**src/rtl/bcast_cmp_pkg.sv**
```systemverilog
package bcast_cmp_pkg;

    typedef enum logic {
        MODE_XCHK = 1'b0,
        MODE_LOCATE = 1'b1
    } cmp_mode_e;

    typedef struct packed {
        logic      clr;
        logic      valid;
        cmp_mode_e mode;
    } log_ctl_t;

    // True when strictly more than half of n voters drive a one
    function automatic logic majority_of(input int ones, input int n);
        return (2 * ones) > n;
    endfunction

endpackage

```
**src/rtl/bcast_fail_log.sv**
```systemverilog
module bcast_fail_log
    import bcast_cmp_pkg::*;
#(
    parameter int NUM_RTR = 5,
    parameter int CNT_W   = 16
) (
    input  logic               clk,
    input  logic               rst,
    input  log_ctl_t           ctl,
    input  logic               hit,
    input  logic [NUM_RTR-1:0] dis_mask,
    output logic               fail,
    output logic [NUM_RTR-1:0] fail_mask,
    output logic [CNT_W-1:0]   first_idx
);
    localparam logic [CNT_W-1:0] CNT_MAX = '1;

    logic [CNT_W-1:0] vcnt;

    always_ff @(posedge clk) begin
        if (rst || ctl.clr) begin
            fail      <= 1'b0;
            fail_mask <= '0;
            first_idx <= '0;
            vcnt      <= '0;
        end else if (ctl.valid) begin
            if (ctl.mode == MODE_LOCATE) begin
                fail_mask <= fail_mask | dis_mask;
            end
            if (hit && !fail) begin
                fail      <= 1'b1;
                first_idx <= vcnt;
            end
            if (vcnt != CNT_MAX) begin
                vcnt <= vcnt + 1'b1;
            end
        end
    end

    AST_FAIL_STICKY: assert property (@(posedge clk) disable iff (rst) (fail && !ctl.clr) |=> fail);
    AST_IDLE_HOLD: assert property (@(posedge clk) disable iff (rst) (!ctl.valid && !ctl.clr) |=> ($stable(fail) && $stable(fail_mask) && $stable(first_idx)));
    AST_MASK_XCHK_HOLD: assert property (@(posedge clk) disable iff (rst) (ctl.mode == MODE_XCHK && !ctl.clr) |=> $stable(fail_mask));
    AST_CLEAR_ZERO: assert property (@(posedge clk) disable iff (rst) ctl.clr |=> (!fail && fail_mask == '0 && first_idx == '0));
    AST_FIRST_HOLD: assert property (@(posedge clk) disable iff (rst) (fail && !ctl.clr) |=> $stable(first_idx));
    AST_HIT_SETS_FAIL: assert property (@(posedge clk) disable iff (rst) (ctl.valid && hit && !ctl.clr) |=> fail);
endmodule

```
**config.mk**
```make
export PLATFORM = sky130hd
export DESIGN_NAME = bcast_fail_log
export DESIGN_NICKNAME = d
export VERILOG_FILES = /design/src/rtl/bcast_cmp_pkg.sv /design/src/rtl/bcast_fail_log.sv
export SDC_FILE = /design/constraint.sdc
export NUM_CORES = 1
export LEC_CHECK = 0
export CAP_MARGIN = 20
export CELL_PAD_IN_SITES_DETAIL_PLACEMENT = 2
export CELL_PAD_IN_SITES_GLOBAL_PLACEMENT = 2
export CORE_MARGIN = 8
export CORE_UTILIZATION = 30
export CTS_BUF_LIST = sky130_fd_sc_hd__clkbuf_4 sky130_fd_sc_hd__clkbuf_8
export CTS_CLUSTER_DIAMETER = 120
export DETAILED_ROUTE_END_ITERATION = 10
export PLACE_DENSITY = 0.85
export SYNTH_ARGS = -nofsm -noshare
export SYNTH_HDL_FRONTEND = slang
export SYNTH_SLANG_ARGS = --single-unit
```
**constraint.sdc**
```tcl
create_clock -name clk -period 2.1 [get_ports clk]
set_input_delay 0.315 -clock clk [delete_from_list [all_inputs] [get_ports clk]]
set_output_delay 0.315 -clock clk [all_outputs]
set_load 0.01 [all_outputs]
```
# == Yosys cells after proc, flatten, opt, wreduce, memory -nomap -nowiden ==
# Cells that the tools add are included.
# word_totals
regBits,38
output_inout_bits,22
word_cells,13
# op_classes
n_addsub,1
n_eq_ne,1
bitwise,1
reduce_logical,6
# ops
op,n
"adder 16 x 1 -> 16 bit, second input constant",1
"inequality test 16 bit, second input constant",1
AND reduction 2 bit,3
OR 5 bit,1
logical AND 1 bit,1
zero test 1 bit,1
logical OR 1 bit,1

# == Logic depth before layout (Yosys ltp) ==
# logic_depth
ltp_word,3
ltp_mapped,7

# == Least setup slack after synthesis ==
# No wires, ideal clock.
# synth_timing
kind,register -> register
from,reg vcnt[0]
to,reg vcnt[0]
setup_time_ns,0.128
t_arrival_ns,1.347
required_time_ns,1.972
path_slack_ns,0.625
stages_incl_launch_ff,6
n_path_buf,0
period_less_slack_ns,1.475
cell_sequence,dfxtp_1 > ha_1 > nand3_1 > o41ai_2 > xor2_1 > nor2_1
# synth_via
elab_chain_cells,2
# synth_lines
item,line_no,text
"start, declared",bcast_fail_log.sv:18,logic [CNT_W-1:0] vcnt;
"start signal, assigned",bcast_fail_log.sv:35,vcnt <= vcnt + 1'b1;
branches (longest 2 deep; another with adder 16 x 1 -> 16 bit),n/a,
# Parallel ways; which one is timed is not known.
# A chain may end at the register's enable or synchronous reset.

# == Worst setup path in the final report ==
# layout_timing
from,reg vcnt[0]
to,reg vcnt[3]
# The elaborated chain is that of the path after synthesis.

==> impl_metrics.yaml <==
clock_network:
  post_cts_buffers: 0
  h-tree-depth: 2
  ctsHoldBuffers: 0
  clk_pin_slew_ps: 70
  cts_made_buffers: 5
  clkLatencyLatePin_ps: 300
  clockRootBuffer: "clkbuf_8"
  clk_path_buf_depth: 2
  cts.sinks: 38
  cts_tree: "built"
pwr:
  seq_power_share: 0.501
  p_switching_uw: 312
  switching_share: 0.215
  p_per_area_nw_per_um2: 689
  p_leak_uw: 0.000699
  power_frac_clock: 0.445
  ir_drop_v: 0.000271
  p_comb_frac: 0.054
  intPower_uw: 1140
cells_and_area:
  area_growth_pct: 33.9
  drive_gt1_frac: 0.107
  final_nets: 236
  diodes: 0
worst_setup_path:
  arrival_ps: 2030
  critPathKind: "reg -> reg"
  rr_worst_depth: 5
  critPathMaxStageDelay_ps: 430
  cp_slowest_cell: "dfxtp_1"
  r2r-start: "vcnt[0]"
  crit_start: "vcnt[0]"
  crit_path_cell_trace: "ha_1 -> nand3_1 -> nor3_2 -> nand2_1 -> a31oi_1"
  rr_endpoint: "vcnt[3]"
  required_ps: 2320
  ff2ff_setup_slack_ps: 290
  start_kind: "register"
  crit_path_end_kind: "register"
  critPathMaxFanout: 5
worst_hold_path:
  hold_path_class: "reg -> reg"
  holdCritStartpoint: "first_idx[8]"
  min_path_cells: 2
  hold_end: "first_idx[8]"
timing:
  fin_tns_setup_ps: 0
  final_hold_viol_count: 0
  finalSetupViolCount: 0
  slew_viol_final: 0
  clock.fmax_mhz: 551
  rsz0062_at_grt: "no"
  max_slew_margin: 0.693
  fin_crit_sh: 0.864
  fin_crit_ps: 1810
  holdWs_ps: 457
  setup_slack_ps: 285
  skew_ps: 3.82
  tightest_slew_ps: 460
routing:
  via_per_inst: 5.19
  dr.pass1.iters: 4
  num_vias: 1532
  ant_nets: 0
  drc: 0
  dr.first_iter.drc_count: 45
  post_drt_wl_per_cell_um: 17.5
  wirelength_um: 5150
synthesis:
  syn_nets: 200
  synthCells: 188
  async_flop_share: 0
  ys_top_cells_by_count: "nand2_1, dfxtp_1, a21oi_1"
  ys_ff_latch: 38
  ys_warn_count: 0
  synth_most_common_cell: "nand2_1"
  synth_edf_count: 0
  syn_area_um2: 1570
  synth_top_area_frac: 0.483
  yosysSeqAreaShare: 0.483
  synth_area_leaders: "dfxtp_1, nand2_1, a21oi_1, nor2_1, and4_1"
  yosys.area.top_type: "dfxtp_1"
  ys.flop_type: "dfxtp_1"
  synth.avg_cell_area_um2: 8.37
  yosysUniqueCellTypes: 37
placement:
  portBuffers: 32
  place_ws_ps: 165
  dp_hpwl_um: 3770
  place.gp.congestion: 0.785
floorplan:
  die-area_um2: 7820
  pin_count: 33
  core_region_area_um2: 5070
  rows: 26
  initial_core_util: 0.310
  die_y_um: 88.4
  die_w_um: 88.4
grt:
  grt_max_degree: 22
  met2_usage: 0.248
  grt_pass1_vias: 1613
  grt_busiest_layer: "met2"
  antenna_found_initial: 0
  gr-total-overflow: 0
  track_usage: 0.142
  met3_usage: 0.0344
  grt_use_met1: 0.162
  grt_pass1_wl_um: 8410
outcome:
  status: "finished clean"
flow_run:
  cap_violations: 0
metrics by stage:
step / cells / util / total power [uW] / instance area [um2]
floorplan: 188 / - / 781 / 1570
global placement: 287 / 0.392 / 821 / 1990
detailed placement: 287 / 0.392 / 825 / 1990
CTS: 295 / 0.414 / 1460 / 2100
global route: 295 / 0.415 / 1500 / 2110
finish: 295 / 0.415 / 1450 / 2110
metal layers:
layer	vias to the layer above	wire length [um]
li1	738	-
met1	748	2230
met2	38	2540
met3	8	293
met4	0	82
met5	-	0
placed cells by master, fill, tap and decap left out, drive strengths merged, types with 2 or more instances in the layout:
cell type / synthesis / routed
nor4: 3 / 3
and4: 5 / 5
clkdlybuf4s50: 0 / 32
nand4: 6 / 6
mux2i: 2 / 2
buf: 2 / 6
inv: 2 / 2
and2: 2 / 2
nor2: 13 / 13
dfxtp: 38 / 38
and3: 2 / 2
or3: 3 / 3
clkbuf: 7 / 7
a31oi: 4 / 4
nor3: 5 / 5
or2: 2 / 2
a21oi: 28 / 28
nand3: 6 / 6
o21ai: 6 / 6
nand2: 40 / 40
kinds of logic (layout without fill, tap and decap cells):
kind of cell / count (synthesis) / after routing / share of synthesized area
adders and majority gates: 1 / 1 / 0.00795
muxes: 2 / 2 / 0.0127
AOI/OAI and AO/OA: 45 / 45 / 0.168
buffers and inverters: 11 / 48 / 0.0294
DFF: 38 / 38 / 0.483
and+or+nand+nor: 89 / 89 / 0.288
xor gates and xnor gates: 2 / 2 / 0.0111
cell type report:
cell class,count,area (um2)
Timing Repair Buffer,38,365
Tap cell,70,87.6
Clock inverter,1,30.0
Multi-Input combinational cell,139,773
Sequential cell,38,761
Fill cell,598,2970
Inverter,2,7.51
Clock buffer,7,83.8
worst max-delay path, delay by kind of cell (launching register included):
kind                       cells  cell delay, ps
DFF                            1             430
and+or+nand+nor                3             810
adders and majority gates      1             290
AOI/OAI and AO/OA              1             200
repair_timing:
item                                    in CTS  in global routing
endpoints found under the setup margin       0                  1
hold endpoints to repair                     0                  0
resized for setup                            0                  1
worst max-delay path by stage:
| stage | to | slack (ps) | cells past startpoint |
|---|---|---|---|
| global route | vcnt[3] | 170 | 5 |
| CTS | vcnt[5] | 150 | 5 |
| floorplan | vcnt[0] | 620 | 5 |
| global placement | vcnt[11] | 210 | 5 |
| finish | vcnt[3] | 290 | 5 |
| detailed placement | vcnt[11] | 170 | 5 |
state kept, by name (all words and copies together) (netlist names):
name	flops
fail	1
first_idx	16
fail_mask	5
vcnt	16
power by group through the flow:
stage	Combinational [uW]	Clock (uW)	Sequential [uW]
floorplan	35.3	0	746
CTS	80.0	655	729
detailed placement	79.1	0	746
global route	87.1	682	729
finish	77.9	647	729
global placement	76.2	0	745
Power figures use the tool's default switching activity.
